[src/rtl/prio_irq_pkg.sv]
package prio_irq_pkg;

    localparam int unsigned NSRC = 3;

    typedef struct packed {
        logic [NSRC-1:0] flag;
        logic [NSRC-1:0] en;
        logic            master;
    } ctl_reg_t;

    localparam int unsigned REG_W = $bits(ctl_reg_t);

    typedef enum logic {
        SVC_IDLE = 1'b0,
        SVC_WAIT = 1'b1
    } svc_state_t;

    function automatic logic [7:0] vec_of(input int unsigned base,
                                          input int unsigned step,
                                          input int unsigned idx);
        return 8'(base + idx * step);
    endfunction

endpackage

[src/rtl/prio_irq_fall.sv]
module prio_irq_fall #(
    parameter int unsigned STAGES = 2
) (
    input  logic clk,
    input  logic rst,
    input  logic pin_i,
    output logic fall_o
);
    localparam int unsigned DEPTH = STAGES + 1;

    logic [DEPTH-1:0] shreg;

    always_ff @(posedge clk) begin
        if (rst) shreg <= '1;
        else     shreg <= {shreg[DEPTH-2:0], pin_i};
    end

    // older sample high, newer synchronised sample low
    assign fall_o = shreg[DEPTH-1] & ~shreg[DEPTH-2];
endmodule

[src/rtl/prio_irq_regs.sv]
module prio_irq_regs
    import prio_irq_pkg::*;
(
    input  logic             clk,
    input  logic             rst,
    input  logic             we_i,
    input  logic [REG_W-1:0] wdata_i,
    input  logic [NSRC-1:0]  hw_set_i,
    input  logic             ack_clr_i,
    input  logic [NSRC-1:0]  ack_src_i,
    output ctl_reg_t         q_o
);
    ctl_reg_t q, nxt;

    always_comb begin
        nxt = q;
        if (we_i) nxt = ctl_reg_t'(wdata_i);
        if (ack_clr_i) begin
            nxt.master = 1'b0;
            nxt.flag   = nxt.flag & ~ack_src_i;
        end
        nxt.flag = nxt.flag | hw_set_i;
    end

    always_ff @(posedge clk) begin
        if (rst) q <= '0;
        else     q <= nxt;
    end

    assign q_o = q;
endmodule

[src/rtl/prio_irq_arb.sv]
module prio_irq_arb
    import prio_irq_pkg::*;
#(
    parameter int unsigned VEC_BASE = 4,
    parameter int unsigned VEC_STEP = 4
) (
    input  logic            clk,
    input  logic            rst,
    input  ctl_reg_t        ctl_i,
    input  logic            stack_full_i,
    input  logic            ack_i,
    output logic            req_o,
    output logic [7:0]      vec_o,
    output logic            ack_clr_o,
    output logic [NSRC-1:0] ack_src_o,
    output logic            busy_o
);
    logic [NSRC-1:0] pend, win;
    logic [NSRC:0]   blocked;
    logic [7:0]      vec_n;
    logic            take;
    svc_state_t      state;
    logic [NSRC-1:0] src_q;

    assign pend       = ctl_i.flag & ctl_i.en;
    assign blocked[0] = 1'b0;

    genvar gi;
    generate
        for (gi = 0; gi < NSRC; gi++) begin : g_rank
            assign win[gi]       = pend[gi] & ~blocked[gi];
            assign blocked[gi+1] = blocked[gi] | pend[gi];
        end
    endgenerate

    always_comb begin
        vec_n = '0;
        for (int i = 0; i < NSRC; i++)
            if (win[i]) vec_n = vec_of(VEC_BASE, VEC_STEP, i);
    end

    assign take = (state == SVC_IDLE) & ctl_i.master & ~stack_full_i & (|pend);

    always_ff @(posedge clk) begin
        if (rst) begin
            state <= SVC_IDLE;
            req_o <= 1'b0;
            vec_o <= '0;
            src_q <= '0;
        end else begin
            req_o <= take;
            if (take) begin
                state <= SVC_WAIT;
                vec_o <= vec_n;
                src_q <= win;
            end else if (state == SVC_WAIT && ack_i) begin
                state <= SVC_IDLE;
            end
        end
    end

    assign ack_clr_o = (state == SVC_WAIT) & ack_i;
    assign ack_src_o = src_q;
    assign busy_o    = (state == SVC_WAIT);
endmodule

[src/rtl/prio_irq_unit.sv]
module prio_irq_unit
    import prio_irq_pkg::*;
#(
    parameter int unsigned DATA_W      = 8,
    parameter int unsigned SYNC_STAGES = 2,
    parameter int unsigned VEC_BASE    = 4,
    parameter int unsigned VEC_STEP    = 4
) (
    input  logic              clk,
    input  logic              rst,
    input  logic              ext_pin_i,
    input  logic              tmr0_ovf_i,
    input  logic              tmr1_ovf_i,
    input  logic              stack_full_i,
    input  logic              bus_we_i,
    input  logic [DATA_W-1:0] bus_wdata_i,
    output logic [DATA_W-1:0] bus_rdata_o,
    output logic              call_req_o,
    output logic [7:0]        call_vec_o,
    input  logic              call_ack_i
);
    ctl_reg_t        ctl;
    logic            ext_fall;
    logic [NSRC-1:0] hw_set;
    logic            ack_clr;
    logic [NSRC-1:0] ack_src;
    logic            svc_busy;
    logic            unused_wdata_hi;

    assign unused_wdata_hi = ^bus_wdata_i[DATA_W-1:REG_W];

    prio_irq_fall #(.STAGES(SYNC_STAGES)) u_fall (
        .clk   (clk),
        .rst   (rst),
        .pin_i (ext_pin_i),
        .fall_o(ext_fall)
    );

    assign hw_set = {tmr1_ovf_i, tmr0_ovf_i, ext_fall};

    prio_irq_regs u_regs (
        .clk      (clk),
        .rst      (rst),
        .we_i     (bus_we_i),
        .wdata_i  (bus_wdata_i[REG_W-1:0]),
        .hw_set_i (hw_set),
        .ack_clr_i(ack_clr),
        .ack_src_i(ack_src),
        .q_o      (ctl)
    );

    prio_irq_arb #(.VEC_BASE(VEC_BASE), .VEC_STEP(VEC_STEP)) u_arb (
        .clk         (clk),
        .rst         (rst),
        .ctl_i       (ctl),
        .stack_full_i(stack_full_i),
        .ack_i       (call_ack_i),
        .req_o       (call_req_o),
        .vec_o       (call_vec_o),
        .ack_clr_o   (ack_clr),
        .ack_src_o   (ack_src),
        .busy_o      (svc_busy)
    );

    assign bus_rdata_o = {{(DATA_W-REG_W){1'b0}}, ctl};
endmodule

[config.mk]
export PLATFORM = sky130hd
export DESIGN_NAME = prio_irq_unit
export DESIGN_NICKNAME = d
export VERILOG_FILES = /design/src/rtl/prio_irq_pkg.sv /design/src/rtl/prio_irq_fall.sv /design/src/rtl/prio_irq_regs.sv /design/src/rtl/prio_irq_arb.sv /design/src/rtl/prio_irq_unit.sv
export SDC_FILE = /design/constraint.sdc
export NUM_CORES = 1
export LEC_CHECK = 0
export ABC_AREA = 0
export CAP_MARGIN = 20
export CORE_MARGIN = 2
export CORE_UTILIZATION = 39
export CTS_CLUSTER_DIAMETER = 80
export DETAILED_ROUTE_END_ITERATION = 8
export HOLD_SLACK_MARGIN = 0.15
export PLACE_DENSITY = 0.76
export REMOVE_ABC_BUFFERS = 1
export SYNTH_ARGS = -nofsm -noshare
export SYNTH_HDL_FRONTEND = slang
export SYNTH_SLANG_ARGS = --single-unit
export TNS_END_PERCENT = 10
[constraint.sdc]
create_clock -name clk -period 1.39 [get_ports clk]
set_input_delay 0.2085 -clock clk [delete_from_list [all_inputs] [get_ports clk]]
set_output_delay 0.2085 -clock clk [all_outputs]
set_load 0.005 [all_outputs]
==> metrics.txt <==
Post-Synthesis Cells 74; die width roughly 47 um; Die ar. 2187 sq um; Final Total Pwr approximately 920 uW; Starting Density roughly 41%; Sw Pwr ~210 uW; Area Overhead vs Synth 45.26%; CTS H-tree lvls 1; Final Cell Area between 1000 and 1500 sq um; top cell type's share of synthesized area between 40 and 50%; vias 620; cell internal pwr a little over 700 uW; Tmin final 1.360 ns; CTS Buf Count 3; pwr dens a little under 900 nW/um^2; run status completed; Hold WC Path Type flip-flop to flip-flop; Setup CP Type flip-flop to output port; Crit path depth 1; Final HPWL DP between 1000 and 1500 um; pre-CTS setup slack -0.08815 ns; smallest hold slack ~0.42 ns; Residual DRC 0; Final Hold Fails 0; crit-path max cell delay about 0.49 ns; Detailed Route WL 1506 um; Util after Layout 60.00%; Netlist Area Pre-Place between 700 and 800 sq um; # rows 15; FILL cells 170; final setup fails 0; CP Capture Point bus_rdata_o[2]; crit end category output port; final net count 120; Routability Congestion roughly 0.77; FMAX between 700 and 800 MHz; # diodes 0; FF+latch area 360.3 sq um; critical path cell sequence clkdlybuf4s50_1; chip height around 47 um; worst setup margin between 0.02 and 0.03 ns; Worst-path clk slew 0.09 ns; Crit Reg-Reg Endpoint u_arb.vec_o[3]$_SDFFE_PP0P_; switching fraction of total power approximately 23%; Clock Sinks 17; Req. time, crit path ~1.2 ns; post-place instance area 978.4 sq um; largest cells by area after synthesis dfxtp_1 48%, buf_4 7.4%, mux2i_1 7.0%; CP max-delay cell clkdlybuf4s50_1; gr usage total 15.85%; area of the multi-input gates ~330 sq um; fraction of layout instances using a drive strength above 1 between 20% and 30%; clock power share between 20% and 30%; clock root cell clkbuf_4; RSZ-0062 raised after global routing true; CTS tree done; Routed wire per std cell around 12 um; crit path launch u_regs.q_o[2]$_SDFFE_PP0P_; register share of total power a little under three fifths; largest net degree at the start of global routing 11; worst r2r src u_arb.busy_o$_SDFFE_PP0P_; Max Root-Sink Buffers 2; Setup Skew between 0.003 and 0.004 ns; Skew-Pair Late Insertion Delay ~0.29 ns; first-pass GRT wire length 2373 um; Post-CTS Setup Bufs 0; commonest non-fill, non-tap cell in the layout clkdlybuf4s50_1; sequential fraction of the synthesis area between 40% and 50%; drt pass-1 iters 4; reg2reg setup slack roughly 0.13 ns; top cell family by delay on the critical path buffers and inverters; grt ovf 0; IO buf count 24; DR iter-0 viols 6; number of global-route vias before repair roughly 580; Static Leak between 0.4 and 0.5 nW; Distinct cells, synth 26; Critical Path AT 1.15 ns; core area between 1500 and 2000 sq um; Syn Area/Cell 9.638 sq um; top cell type by total area after synthesis dfxtp_1; Final ANT Viol Nets 0; Syn. warnings 0; most frequent cells in the layout 18 x clkdlybuf4s50_1, 9 x dfxtp_1, 7 x conb_1; setup TNS 0 ns; Cells after DPL between 100 and 150; period utilisation layout 97.86%; Crit Path Max Fanout 5; max cap viols 0; fin cells roughly 130; VDD IR-drop max between 0.5 and 0.6 mV; Setup crit start kind flip-flop; initial antenna violation count 0; Comb power frac about 15%; Pins Over Slew Limit 0; flops & latches, synth 17; # IOs 33; Buf+Inv Stages, Crit Path 1; routed vias/inst around 4.8; Worst R2R Path Depth 3
==> power groups by stage <==
stage / combinational [mW] / sequential (mW) / clock (mW)
floorplan: 0.0434 / 0.533 / 0
global placement: 0.137 / 0.534 / 0
detailed placement: 0.139 / 0.536 / 0
CTS: 0.139 / 0.527 / 0.270
global route: 0.150 / 0.527 / 0.295
finish: 0.136 / 0.524 / 0.258
==> synthesized netlist by cell type <==
| cell | instances |
|---|---|
| nand2b_1 | 2 |
| buf_2 | 2 |
| a22oi_1 | 2 |
| nand3_1 | 3 |
| nand2_1 | 2 |
| nor3b_1 | 1 |
| mux2i_1 | 5 |
| a211oi_1 | 1 |
| nor2_1 | 6 |
| nor3_1 | 1 |
| o21ai_0 | 2 |
| conb_1 | 1 |
| nand4_1 | 1 |
| mux2_2 | 2 |
| a31o_2 | 1 |
| a21o_1 | 1 |
| or3b_1 | 1 |
| buf_4 | 7 |
| a31oi_1 | 1 |
| o21bai_1 | 2 |
| or2_2 | 3 |
| clkbuf_1 | 1 |
| dfxtp_1 | 17 |
| a21oi_2 | 1 |
| a21oi_1 | 6 |
| and3b_1 | 2 |
==> cells by family (layout without fill, tap and decap cells) <==
logic type	Yosys count	in the layout	synth area share [%]
other	1	7	0.5258
buffers and inverters	10	33	9.298
and+or+nand+nor	22	22	17.02
muxes	7	7	10.18
DFF	17	17	47.72
AOI/OAI and AO/OA	17	17	15.26
==> per-layer routing <==
layer	GRT usage, %	up-vias	routed length (um)
met3	3.846	5	132
met1	17.97	278	630
met2	26.58	33	704
met5	0	-	0
li1	-	304	-
met4	10.00	0	38
==> registers in the layout, indices dropped and copies added (netlist names) <==
name / flops
u_arb.vec_o: 2
u_arb.busy_o: 1
u_arb.ack_src_o: 3
u_fall.shreg: 3
u_regs.q_o: 7
u_arb.req_o: 1
==> how the worst min path moves through the flow <==
stage / from / to / slack [ns] / cells past startpoint
detailed placement: u_fall.shreg[0]$_SDFF_PP1_ / u_fall.shreg[1]$_SDFF_PP1_ / 0.40 / 1
finish: u_fall.shreg[0]$_SDFF_PP1_ / u_fall.shreg[1]$_SDFF_PP1_ / 0.42 / 1
CTS: u_fall.shreg[0]$_SDFF_PP1_ / u_fall.shreg[1]$_SDFF_PP1_ / 0.42 / 1
global route: u_fall.shreg[0]$_SDFF_PP1_ / u_fall.shreg[1]$_SDFF_PP1_ / 0.44 / 1
global placement: u_fall.shreg[0]$_SDFF_PP1_ / u_fall.shreg[1]$_SDFF_PP1_ / 0.40 / 1
floorplan: rst / u_arb.busy_o$_SDFFE_PP0P_ / 0.27 / 1
==> final cells by class <==
cell class / instances / area share [%]
Clock buffer: 4 / 2.536
Multi-Input combinational cell: 53 / 31.76
Sequential cell: 17 / 34.78
Tap cell: 25 / 3.019
Timing Repair Buffer: 29 / 27.90
==> timing repair <==
item	CTS	global route
hold buffers	0	0
resized for setup	8	10
endpoints found under the setup margin	7	7
hold endpoints to repair	0	0
==> worst reg2reg max path: stages, from the launching register on <==
cell,delay (ns)
dfxtp_1,0.38
or3b_1,0.48
o21bai_1,0.17
and3b_1,0.17
(Power assumes the default switching activity.)
